[src/rtl/slb_pkg.sv]
package slb_pkg;

    typedef enum logic [1:0] {
        SLOT_FREE    = 2'd0,
        SLOT_CLEAN   = 2'd1,
        SLOT_TAINTED = 2'd2
    } slot_state_e;

    typedef logic [1:0] size_code_t;

    // Length in bytes for a size code: 1, 2, 4 or 8.
    function automatic logic [3:0] span_bytes(input size_code_t code);
        return 4'd1 << code;
    endfunction

endpackage

[src/rtl/slb_entry.sv]
module slb_entry
    import slb_pkg::*;
#(
    parameter int ADDR_W = 32,
    parameter int TAG_W  = 7
) (
    input  logic              clk,
    input  logic              rst_n,
    input  logic              alloc_i,
    input  logic              release_i,
    input  logic [ADDR_W-1:0] ld_addr_i,
    input  size_code_t        ld_size_i,
    input  logic [TAG_W-1:0]  ld_tag_i,
    input  logic              st_valid_i,
    input  logic [ADDR_W-1:0] st_addr_i,
    input  size_code_t        st_size_i,
    output logic              valid_o,
    output logic              tainted_o,
    output logic [TAG_W-1:0]  tag_o
);

    localparam int EXT_W = ADDR_W + 1;

    slot_state_e       state_q, state_d;
    logic [ADDR_W-1:0] base_q;
    size_code_t        size_q;
    logic [TAG_W-1:0]  tag_q;

    logic [EXT_W-1:0] ld_lo, ld_hi, st_lo, st_hi;
    logic             st_overlap;

    // Byte ranges are half-open [lo, hi); one extra bit avoids wrap.
    always_comb begin
        ld_lo = {1'b0, base_q};
        ld_hi = ld_lo + {{(EXT_W-4){1'b0}}, span_bytes(size_q)};
        st_lo = {1'b0, st_addr_i};
        st_hi = st_lo + {{(EXT_W-4){1'b0}}, span_bytes(st_size_i)};
        st_overlap = st_valid_i && (ld_lo < st_hi) && (st_lo < ld_hi);
    end

    // Next state: claim beats release, release beats taint.
    always_comb begin
        state_d = state_q;
        unique case (state_q)
            SLOT_FREE: begin
                if (alloc_i) state_d = SLOT_CLEAN;
            end
            SLOT_CLEAN: begin
                if (alloc_i)         state_d = SLOT_CLEAN;
                else if (release_i)  state_d = SLOT_FREE;
                else if (st_overlap) state_d = SLOT_TAINTED;
            end
            SLOT_TAINTED: begin
                if (alloc_i)        state_d = SLOT_CLEAN;
                else if (release_i) state_d = SLOT_FREE;
            end
            default: state_d = SLOT_FREE;
        endcase
    end

    always_ff @(posedge clk or negedge rst_n) begin
        if (!rst_n) begin
            state_q <= SLOT_FREE;
        end else begin
            state_q <= state_d;
        end
    end

    always_ff @(posedge clk or negedge rst_n) begin
        if (!rst_n) begin
            base_q <= '0;
            size_q <= '0;
            tag_q  <= '0;
        end else if (alloc_i) begin
            base_q <= ld_addr_i;
            size_q <= ld_size_i;
            tag_q  <= ld_tag_i;
        end
    end

    always_comb begin
        valid_o   = (state_q != SLOT_FREE);
        tainted_o = (state_q == SLOT_TAINTED);
        tag_o     = tag_q;
    end

endmodule

[src/rtl/slb_alloc.sv]
module slb_alloc #(
    parameter int N     = 8,
    parameter int TAG_W = 7
) (
    input  logic                     clk,
    input  logic                     rst_n,
    input  logic                     ld_valid_i,
    input  logic [TAG_W-1:0]         ld_tag_i,
    input  logic [N-1:0]             valid_i,
    input  logic [N-1:0][TAG_W-1:0]  tag_i,
    output logic [N-1:0]             sel_o
);

    localparam int IDX_W = (N > 1) ? $clog2(N) : 1;
    localparam logic [IDX_W-1:0] LAST = IDX_W'(N - 1);

    logic [N-1:0]     same_tag;
    logic [N-1:0]     first_free;
    logic             table_full;
    logic             evict;
    logic [IDX_W-1:0] victim_q;

    always_comb begin
        for (int i = 0; i < N; i++) begin
            same_tag[i] = valid_i[i] && (tag_i[i] == ld_tag_i);
        end
    end

    // Lowest-numbered free slot, one-hot.
    always_comb begin
        first_free = '0;
        for (int i = N - 1; i >= 0; i--) begin
            if (!valid_i[i]) first_free = N'(1) << i;
        end
    end

    always_comb begin
        table_full = &valid_i;
        evict      = ld_valid_i && !(|same_tag) && table_full;
        sel_o      = '0;
        if (ld_valid_i) begin
            if (|same_tag)        sel_o = same_tag;
            else if (!table_full) sel_o = first_free;
            else                  sel_o[victim_q] = 1'b1;
        end
    end

    always_ff @(posedge clk or negedge rst_n) begin
        if (!rst_n) begin
            victim_q <= '0;
        end else if (evict) begin
            victim_q <= (victim_q == LAST) ? '0 : victim_q + 1'b1;
        end
    end

endmodule

[src/rtl/slb_lookup.sv]
module slb_lookup #(
    parameter int N     = 8,
    parameter int TAG_W = 7
) (
    input  logic                     chk_valid_i,
    input  logic [TAG_W-1:0]         chk_tag_i,
    input  logic [N-1:0]             valid_i,
    input  logic [N-1:0]             tainted_i,
    input  logic [N-1:0][TAG_W-1:0]  tag_i,
    output logic [N-1:0]             release_o,
    output logic                     hit_o,
    output logic                     conflict_o,
    output logic                     repair_o
);

    logic [N-1:0] match;

    always_comb begin
        for (int i = 0; i < N; i++) begin
            match[i] = chk_valid_i && valid_i[i] && (tag_i[i] == chk_tag_i);
        end
        release_o  = match;
        hit_o      = |match;
        conflict_o = |(match & tainted_i);
        repair_o   = chk_valid_i && (!hit_o || conflict_o);
    end

endmodule

[src/rtl/spec_load_buffer.sv]
module spec_load_buffer
    import slb_pkg::*;
#(
    parameter int N      = 8,
    parameter int ADDR_W = 32,
    parameter int TAG_W  = 7
) (
    input  logic              clk,
    input  logic              rst_n,
    input  logic              ld_valid,
    input  logic [ADDR_W-1:0] ld_addr,
    input  logic [1:0]        ld_size,
    input  logic [TAG_W-1:0]  ld_tag,
    input  logic              st_valid,
    input  logic [ADDR_W-1:0] st_addr,
    input  logic [1:0]        st_size,
    input  logic              chk_valid,
    input  logic [TAG_W-1:0]  chk_tag,
    output logic              chk_hit,
    output logic              chk_conflict,
    output logic              chk_repair
);

    logic [N-1:0]            valid_vec;
    logic [N-1:0]            dirty_vec;
    logic [N-1:0][TAG_W-1:0] tag_arr;
    logic [N-1:0]            alloc_sel;
    logic [N-1:0]            release_vec;

    slb_alloc #(.N(N), .TAG_W(TAG_W)) u_alloc (
        .clk        (clk),
        .rst_n      (rst_n),
        .ld_valid_i (ld_valid),
        .ld_tag_i   (ld_tag),
        .valid_i    (valid_vec),
        .tag_i      (tag_arr),
        .sel_o      (alloc_sel)
    );

    slb_lookup #(.N(N), .TAG_W(TAG_W)) u_lookup (
        .chk_valid_i (chk_valid),
        .chk_tag_i   (chk_tag),
        .valid_i     (valid_vec),
        .tainted_i   (dirty_vec),
        .tag_i       (tag_arr),
        .release_o   (release_vec),
        .hit_o       (chk_hit),
        .conflict_o  (chk_conflict),
        .repair_o    (chk_repair)
    );

    for (genvar g = 0; g < N; g++) begin : g_slot
        slb_entry #(.ADDR_W(ADDR_W), .TAG_W(TAG_W)) u_entry (
            .clk        (clk),
            .rst_n      (rst_n),
            .alloc_i    (alloc_sel[g]),
            .release_i  (release_vec[g]),
            .ld_addr_i  (ld_addr),
            .ld_size_i  (ld_size),
            .ld_tag_i   (ld_tag),
            .st_valid_i (st_valid),
            .st_addr_i  (st_addr),
            .st_size_i  (st_size),
            .valid_o    (valid_vec[g]),
            .tainted_o  (dirty_vec[g]),
            .tag_o      (tag_arr[g])
        );
    end

endmodule

[config.mk]
export PLATFORM = sky130hd
export DESIGN_NAME = spec_load_buffer
export DESIGN_NICKNAME = d
export VERILOG_FILES = /design/src/rtl/slb_pkg.sv /design/src/rtl/slb_entry.sv /design/src/rtl/slb_alloc.sv /design/src/rtl/slb_lookup.sv /design/src/rtl/spec_load_buffer.sv
export SDC_FILE = /design/constraint.sdc
export NUM_CORES = 1
export LEC_CHECK = 0
export BUFFER_PORTS_ARGS = -buffer_cell sky130_fd_sc_hd__buf_2
export CORE_MARGIN = 1
export CORE_UTILIZATION = 59
export DETAILED_ROUTE_END_ITERATION = 7
export HOLD_SLACK_MARGIN = 0.1
export PLACE_DENSITY = 0.81
export RECOVER_POWER = 25
export SLEW_MARGIN = 40
export SYNTH_ARGS = -nofsm -noshare
export SYNTH_HDL_FRONTEND = slang
export SYNTH_SLANG_ARGS = --single-unit
[constraint.sdc]
create_clock -name clk -period 4.76 [get_ports clk]
set_clock_uncertainty 0.2 [all_clocks]
set_input_delay 0.476 -clock clk [delete_from_list [all_inputs] [get_ports clk]]
set_output_delay 0.476 -clock clk [all_outputs]
set_load 0.005 [all_outputs]
* After elaboration in Yosys (flattened, before gate mapping) *
Cells that the tools add are included.
W data, S select, Z words.

storage, ports and cells
  register bits = 347
  output and inout port bits = 3
  logic and storage cells = 273

cells by class
  $add $sub $neg = 10
  order comparisons = 18
  eq/ne operators = 57
  shift operators = 9
  multiplexer cells = 70
  bitwise gates (word level) = 1
  reduce and logical (&&, ||, !) cells = 75

operators with widths
  kind                   count
  $lt A32 B33 Y1         16
  $add A32 B4 Y33        9
  $eq A7 B7 Y1           16
  $mux W2                48
  $mux W8                11
  $pmux W2 S3            8
  $logic_and A1 B1 Y1    44
  $shl A1 B2 Y4 const A  9
  $ne A4 B2 Y1 const B   8
  $ne A3 B2 Y1 const B   8
  $reduce_and A3 Y1      8
  $reduce_or A8 Y1       3
  $eq A2 B1 Y1 const B   8
  $eq A2 B2 Y1 const B   8
  $logic_not A2 Y1       8
  $ne A2 B2 Y1 const B   8
  $reduce_bool A2 Y1     8
  $and A8 B8 Y8          1
  $reduce_and A8 Y1      1
  $lt A3 B4 Y1 const B   1
  $add A3 B1 Y3 const B  1
  $demux W1 S3           1
  $eq A3 B3 Y1 const B   1
  $ge A3 B1 Y1 const B   1
  4 further kinds        5

* Logic depth before layout (Yosys ltp) *
  word-level depth = 14
  depth in mapped cells = 21
  mapped depth without buffers = 20

* By module *
A second synthesis with hierarchy kept.

unflattened totals
  cells, all modules = 3873
  area, all modules = 36603.9 um^2

by module, submodules not included
  module                              times used  cells an instance  area an instance (um^2)  sequential area each (um^2)
  slb_entry at g_slot[2].u_entry ...  3           461                4312.9                   1076.0
  slb_entry at g_slot[1].u_entry      1           457                4374.2                   1076.0
  slb_entry at g_slot[7].u_entry      1           437                4312.9                   1076.0
  slb_entry at g_slot[5].u_entry      1           459                4311.6                   1076.0
  slb_entry at g_slot[4].u_entry      1           452                4294.1                   1076.0
  slb_entry at g_slot[0].u_entry      1           438                4226.6                   1076.0
  slb_alloc                           1           149                1186.1                   75.1
  slb_lookup                          1           98                 959.7                    0.0

* Worst setup path before layout *
Ideal clock, no wire load.

  path kind = input to register
  start point = input st_size[1]
  end point = register g_slot[2].u_entry.state_q[1]
  arrival time = 4.407 ns
  path slack = 0.086 ns
  stages on the path = 20
  buffers on the path = 0
  path through = nor2_1 > ha_1 > fa_1 > a21o_1 > a21oi_1 > nand2b_1 > nor2_1 > nand2_1 > nor2_1 > nand3_1 > xor2_1 > ha_1 > a211oi_1 > o21bai_1 > or4_1 > o2111ai_1 > o21a_1 > o31ai_1 > o31ai_1 > and3_1

on the way
  word-level cells in the longest chain between the ends = 7

RTL lines
  element                            RTL line                RTL
  start: declaration                 spec_load_buffer.sv:16  input logic [1:0] st_size,
  $shl A1 B2 Y4                      slb_pkg.sv:13           return 4'd1 << code;
  $add A32 B4 Y33                    slb_entry.sv:37         st_hi = st_lo + {{(EXT_W-4){1'b0}}, span_bytes(st_size_i)};
  $lt A32 B33 Y1                     slb_entry.sv:38         st_overlap = st_valid_i && (ld_lo < st_hi) && (st_lo < ld_hi);
  $logic_and A1 B1 Y1 (2 in series)  slb_entry.sv:38
  $ne A4 B2 Y1 (no line)             -
  $reduce_and A3 Y1 (no line)        -
  end signal: assignment             slb_entry.sv:65         state_q <= state_d;
  end: declaration                   slb_entry.sv:24         slot_state_e state_q, state_d;

No other way between the ends.
A chain may end at the register's enable or synchronous reset.

* Worst setup path after layout *
  start point = input st_size[1]
  end point = register g_slot[3].u_entry.state_q[1]

on the way
  word-level cells in the longest chain between the ends = 7

RTL lines
  element                            RTL line
  $shl A1 B2 Y4                      slb_pkg.sv:13
  $add A32 B4 Y33                    slb_entry.sv:37
  $lt A32 B33 Y1                     slb_entry.sv:38
  $logic_and A1 B1 Y1 (2 in series)  slb_entry.sv:38
  $ne A4 B2 Y1 (no line)             -
  $reduce_and A3 Y1 (no line)        -
  end signal: assignment             slb_entry.sv:65
  end: declaration                   slb_entry.sv:24

No other way between the ends.

==> impl_metrics.xml <==
<?xml version="1.0" encoding="UTF-8"?>
<metrics>
  <group name="grt">
    <metric name="grt_first_pass_wirelength" unit="um">154800</metric>
    <metric name="track_usage" unit="%">37.38</metric>
    <metric name="antenna_found_initial" unit="">3</metric>
    <metric name="grt_start_max_net_pins" unit="">97</metric>
    <metric name="via_count_of_the_first_global_routing_pass" unit="">27190</metric>
    <metric name="global_route.overflow_total" unit="">0</metric>
  </group>
  <group name="cts">
    <metric name="clock_tree_buf_depth" unit="">3</metric>
    <metric name="cts_tree" unit="">done</metric>
    <metric name="cts_max_level" unit="">2</metric>
    <metric name="clk_lat_worst_skew" unit="ns">0.58</metric>
    <metric name="cts.reportedPaths.clkPinSlew" unit="ns">0.06</metric>
    <metric name="cts_root_buf" unit="">sky130_fd_sc_hd__clkbuf_16</metric>
    <metric name="clock-sinks" unit="">347</metric>
    <metric name="cts_inserted_buffers" unit="">41</metric>
  </group>
  <group name="cells_and_area">
    <metric name="drive_gt1_share" unit="%">23.69</metric>
    <metric name="fin_nets" unit="">4160</metric>
    <metric name="final_cell_area" unit="um^2">36460</metric>
    <metric name="syn_to_final_growth" unit="%">15.58</metric>
  </group>
  <group name="die">
    <metric name="rows" unit="">84</metric>
    <metric name="io-pin-count" unit="">90</metric>
    <metric name="floorplan.core_area" unit="um^2">52660</metric>
    <metric name="dieArea" unit="um^2">54400</metric>
    <metric name="die_width" unit="um">233.2</metric>
    <metric name="floorplan.die.height" unit="um">233.2</metric>
    <metric name="start_util" unit="%">59.91</metric>
  </group>
  <group name="synth">
    <metric name="synth-edff-count" unit="">0</metric>
    <metric name="synth_nets" unit="">3804</metric>
    <metric name="synth_common_cells" unit="">sky130_fd_sc_hd__ha_1 (534), sky130_fd_sc_hd__dfrtp_1 (347), sky130_fd_sc_hd__mux2_2 (308), sky130_fd_sc_hd__xor2_1 (212), sky130_fd_sc_hd__nand2_1 (193)</metric>
    <metric name="synth_largest_type_area_fraction" unit="%">27.53</metric>
    <metric name="sequential_to_total_area_share_from_yosys_stat" unit="%">27.53</metric>
    <metric name="synth.most_common_cell" unit="">sky130_fd_sc_hd__ha_1</metric>
    <metric name="netlist_top_cells_area" unit="">sky130_fd_sc_hd__dfrtp_1 (28%), sky130_fd_sc_hd__ha_1 (21%), sky130_fd_sc_hd__mux2_2 (11%)</metric>
    <metric name="syn_area_per_cell" unit="um^2">9.939</metric>
    <metric name="netlist_area" unit="um^2">31550</metric>
    <metric name="yosysTopAreaCell" unit="">sky130_fd_sc_hd__dfrtp_1</metric>
    <metric name="yosys_most_used_dff" unit="">sky130_fd_sc_hd__dfrtp_1</metric>
    <metric name="async_reset_ff_share" unit="%">100.0</metric>
    <metric name="synth.lib_cells_used.distinct" unit="">79</metric>
    <metric name="postSynthRegisterBits" unit="">347</metric>
    <metric name="synth_cells" unit="">3174</metric>
    <metric name="yosys_warnings" unit="">0</metric>
  </group>
  <group name="sta">
    <metric name="shortest_clock_period_the_worst_path_allows_after_layout" unit="ns">4.632</metric>
    <metric name="final.setup.worst_slack" unit="ns">0.1279</metric>
    <metric name="slew_headroom" unit="%">-51.62</metric>
    <metric name="maxSlewViolCount" unit="">84</metric>
    <metric name="fin_tns_setup" unit="ns">0</metric>
    <metric name="fmax" unit="GHz">0.2159</metric>
    <metric name="finalSetupViolCount" unit="">0</metric>
    <metric name="final_min_period_over_clock_period" unit="%">97.31</metric>
    <metric name="rsz0062_at_grt" unit="">yes</metric>
    <metric name="hold_violations" unit="">0</metric>
    <metric name="max_slew.worst_pin.slew" unit="ns">2.274</metric>
  </group>
  <group name="critical_path">
    <metric name="cpMostUsedCell" unit="">sky130_fd_sc_hd__buf_4</metric>
    <metric name="timing.critical_path.buf_inv" unit="">5</metric>
    <metric name="cp_max_fo" unit="">4</metric>
    <metric name="crit_family" unit="">compound AO/OA/AOI/OAI gates</metric>
    <metric name="worstSetupEndpointType" unit="">flop</metric>
    <metric name="worst-setup-path-type" unit="">primary input to flop</metric>
    <metric name="path_cells" unit="">buf_2 &gt; nor2_1 &gt; ha_1 &gt; fa_1 &gt; a21o_1 &gt; a21oi_2 &gt; buf_4 &gt; xor2_1 &gt; buf_4 &gt; ha_1 &gt; o21ai_0 &gt; o221ai_1 &gt; nand4_1 &gt; a21oi_1 &gt; a2111oi_0 &gt; buf_4 &gt; o221ai_1 &gt; buf_4 &gt; o21ai_1 &gt; and3_1</metric>
    <metric name="worstPathArrival" unit="ns">4.95</metric>
    <metric name="slowest_delay" unit="ns">0.50</metric>
    <metric name="worst_ep_required_time" unit="ns">5.08</metric>
    <metric name="crit_path_start_kind" unit="">primary input</metric>
    <metric name="critPathSlowestCell" unit="">sky130_fd_sc_hd__a2111oi_0</metric>
    <metric name="r2r_setup_slack" unit="ns">0.15</metric>
  </group>
  <group name="power">
    <metric name="peakVddDrop" unit="V">0.0002867</metric>
    <metric name="total_leakage_power" unit="nW">17.03</metric>
    <metric name="power_per_cell_area" unit="nW/um^2">473.5</metric>
  </group>
  <group name="outcome">
    <metric name="outcome" unit="">finished with violations</metric>
    <metric name="failing_checks" unit="">max-capacitance violations, max-slew violations</metric>
  </group>
  <group name="min_path">
    <metric name="hold_class" unit="">primary input to flop</metric>
  </group>
  <group name="routing">
    <metric name="met1_length" unit="um">39630</metric>
    <metric name="detailedRoute.firstPassIterationCount" unit="">6</metric>
    <metric name="route.detailed.vias_per_inst" unit="">6.506</metric>
    <metric name="highest_layer" unit="">met5</metric>
    <metric name="drt_iter0_markers" unit="">2375</metric>
    <metric name="wl_met3" unit="um">10270</metric>
    <metric name="route.detailed.wl_per_inst" unit="um">23.91</metric>
    <metric name="drc_markers" unit="">0</metric>
    <metric name="postRouteWirelength" unit="um">101500</metric>
    <metric name="num_vias" unit="">27630</metric>
    <metric name="number_of_nets_still_failing_antenna_checks_after_routing" unit="">0</metric>
    <metric name="met2_length" unit="um">45120</metric>
  </group>
  <group name="placement">
    <metric name="place.port_buffers" unit="">89</metric>
    <metric name="finalWeightedCongestion" unit="">0.9944</metric>
    <metric name="postPlaceCellArea" unit="um^2">34590</metric>
    <metric name="detailed_place_hpwl" unit="um">76820</metric>
    <metric name="pre_cts_slack" unit="ns">-0.4503</metric>
  </group>
  <group name="run">
    <metric name="cap_viol_max_count" unit="">1</metric>
  </group>
</metrics>
[routing by layer]
layer / global-route usage (%) / vias up
met1: 47.03 / 13340
li1: - / 12560
met2: 58.66 / 1348
met5: 0 / -
met3: 8.350 / 376
met4: 22.12 / 4
[cell families after synthesis]
logic type	Yosys count	synth area share (%)
flops	347	27.53
xor+xnor	382	10.61
buf+inv	123	1.999
simple gates	895	15.08
mux	326	11.64
compound gates	558	11.40
fa+ha+maj	543	21.75
[per-stage QoR]
stage | utilization, % | instances | power, mW | hold WS [ns]
2_1_floorplan | - | 3174 | 10.75 | -0.01959
3_3_place_gp | 65.69 | 4153 | 13.10 | 0.3101
3_5_place_dp | 65.70 | 4153 | 13.52 | 0.3213
4_1_cts | 68.56 | 4234 | 16.87 | 0.1079
5_1_grt | 69.24 | 4246 | 18.43 | 0.1249
6_report | 69.24 | 4247 | 17.27 | 0.1340
[final cells by class]
type | count | area, um^2
multi-input combinational | 2704 | 22680
antenna | 1 | 2.502
sequential | 347 | 8683
timing repair buffer | 376 | 2681
clock inverter | 12 | 135.1
fill | 3865 | 16190
tap | 688 | 860.8
inverter | 60 | 225.2
clock buffer | 59 | 1194
[flip-flops by register name, summed over array words and instances, names as in the netlist]
register	cells
g_slot.u_entry.base_q	256
g_slot.u_entry.tag_o	56
g_slot.u_entry.size_q	16
g_slot.u_entry.state_q	16
u_alloc.victim_q	3
[power breakdown]
group	switching [mW]	internal [mW]
logic	4.34	4.26
registers	1.48	3.95
clock network	1.33	1.89
total	7.16	10.1
[what timing repair did]
| action | CTS | global route |
|---|---|---|
| endpoints found under the setup margin | 8 | 16 |
| gates resized for setup | 22 | 82 |
| pin swaps | 4 | 40 |
| hold endpoints to repair | 103 | 0 |
| buffers inserted | 2 | 13 |
| hold buffers | 8 | 0 |
| gates cloned | 0 | 0 |
[placed cells by master (no fill, tap or decap), types with 41 or more instances in the layout]
cell type and n:
sky130_fd_sc_hd__xnor2_1 168, sky130_fd_sc_hd__nand2_1 192, sky130_fd_sc_hd__xor2_1 209, sky130_fd_sc_hd__dfrtp_1 347, sky130_fd_sc_hd__o21ai_0 104, sky130_fd_sc_hd__mux2_2 308, sky130_fd_sc_hd__a21o_1 93, sky130_fd_sc_hd__nand4_1 119
sky130_fd_sc_hd__clkbuf_16 41, sky130_fd_sc_hd__buf_4 269, sky130_fd_sc_hd__nor2b_1 55, sky130_fd_sc_hd__buf_2 88, sky130_fd_sc_hd__inv_1 59, sky130_fd_sc_hd__ha_1 531, sky130_fd_sc_hd__a21oi_1 158, sky130_fd_sc_hd__nor2_1 137
sky130_fd_sc_hd__and3_1 62, sky130_fd_sc_hd__nand3_1 125
[final timing paths]
check / depth (start not counted) / end / start
worst max-delay path: 20 / g_slot[3].u_entry.state_q[1]$_DFFE_PN0P_ / st_size[1]
worst min-delay path: 2 / g_slot[6].u_entry.base_q[28]$_DFFE_PN0P_ / ld_addr[28]
worst max register to register: 21 / g_slot[5].u_entry.state_q[1]$_DFFE_PN0P_ / g_slot[5].u_entry.size_q[0]$_DFFE_PN0P_
worst min register to register: 1 / g_slot[3].u_entry.state_q[0]$_DFFE_PN0P_ / g_slot[3].u_entry.state_q[1]$_DFFE_PN0P_
max in group asynchronous: 3 / g_slot[7].u_entry.base_q[20]$_DFFE_PN0P_ / rst_n
min in group asynchronous: 2 / g_slot[5].u_entry.base_q[1]$_DFFE_PN0P_ / rst_n
Note: power is estimated with default switching activity, not from simulation.
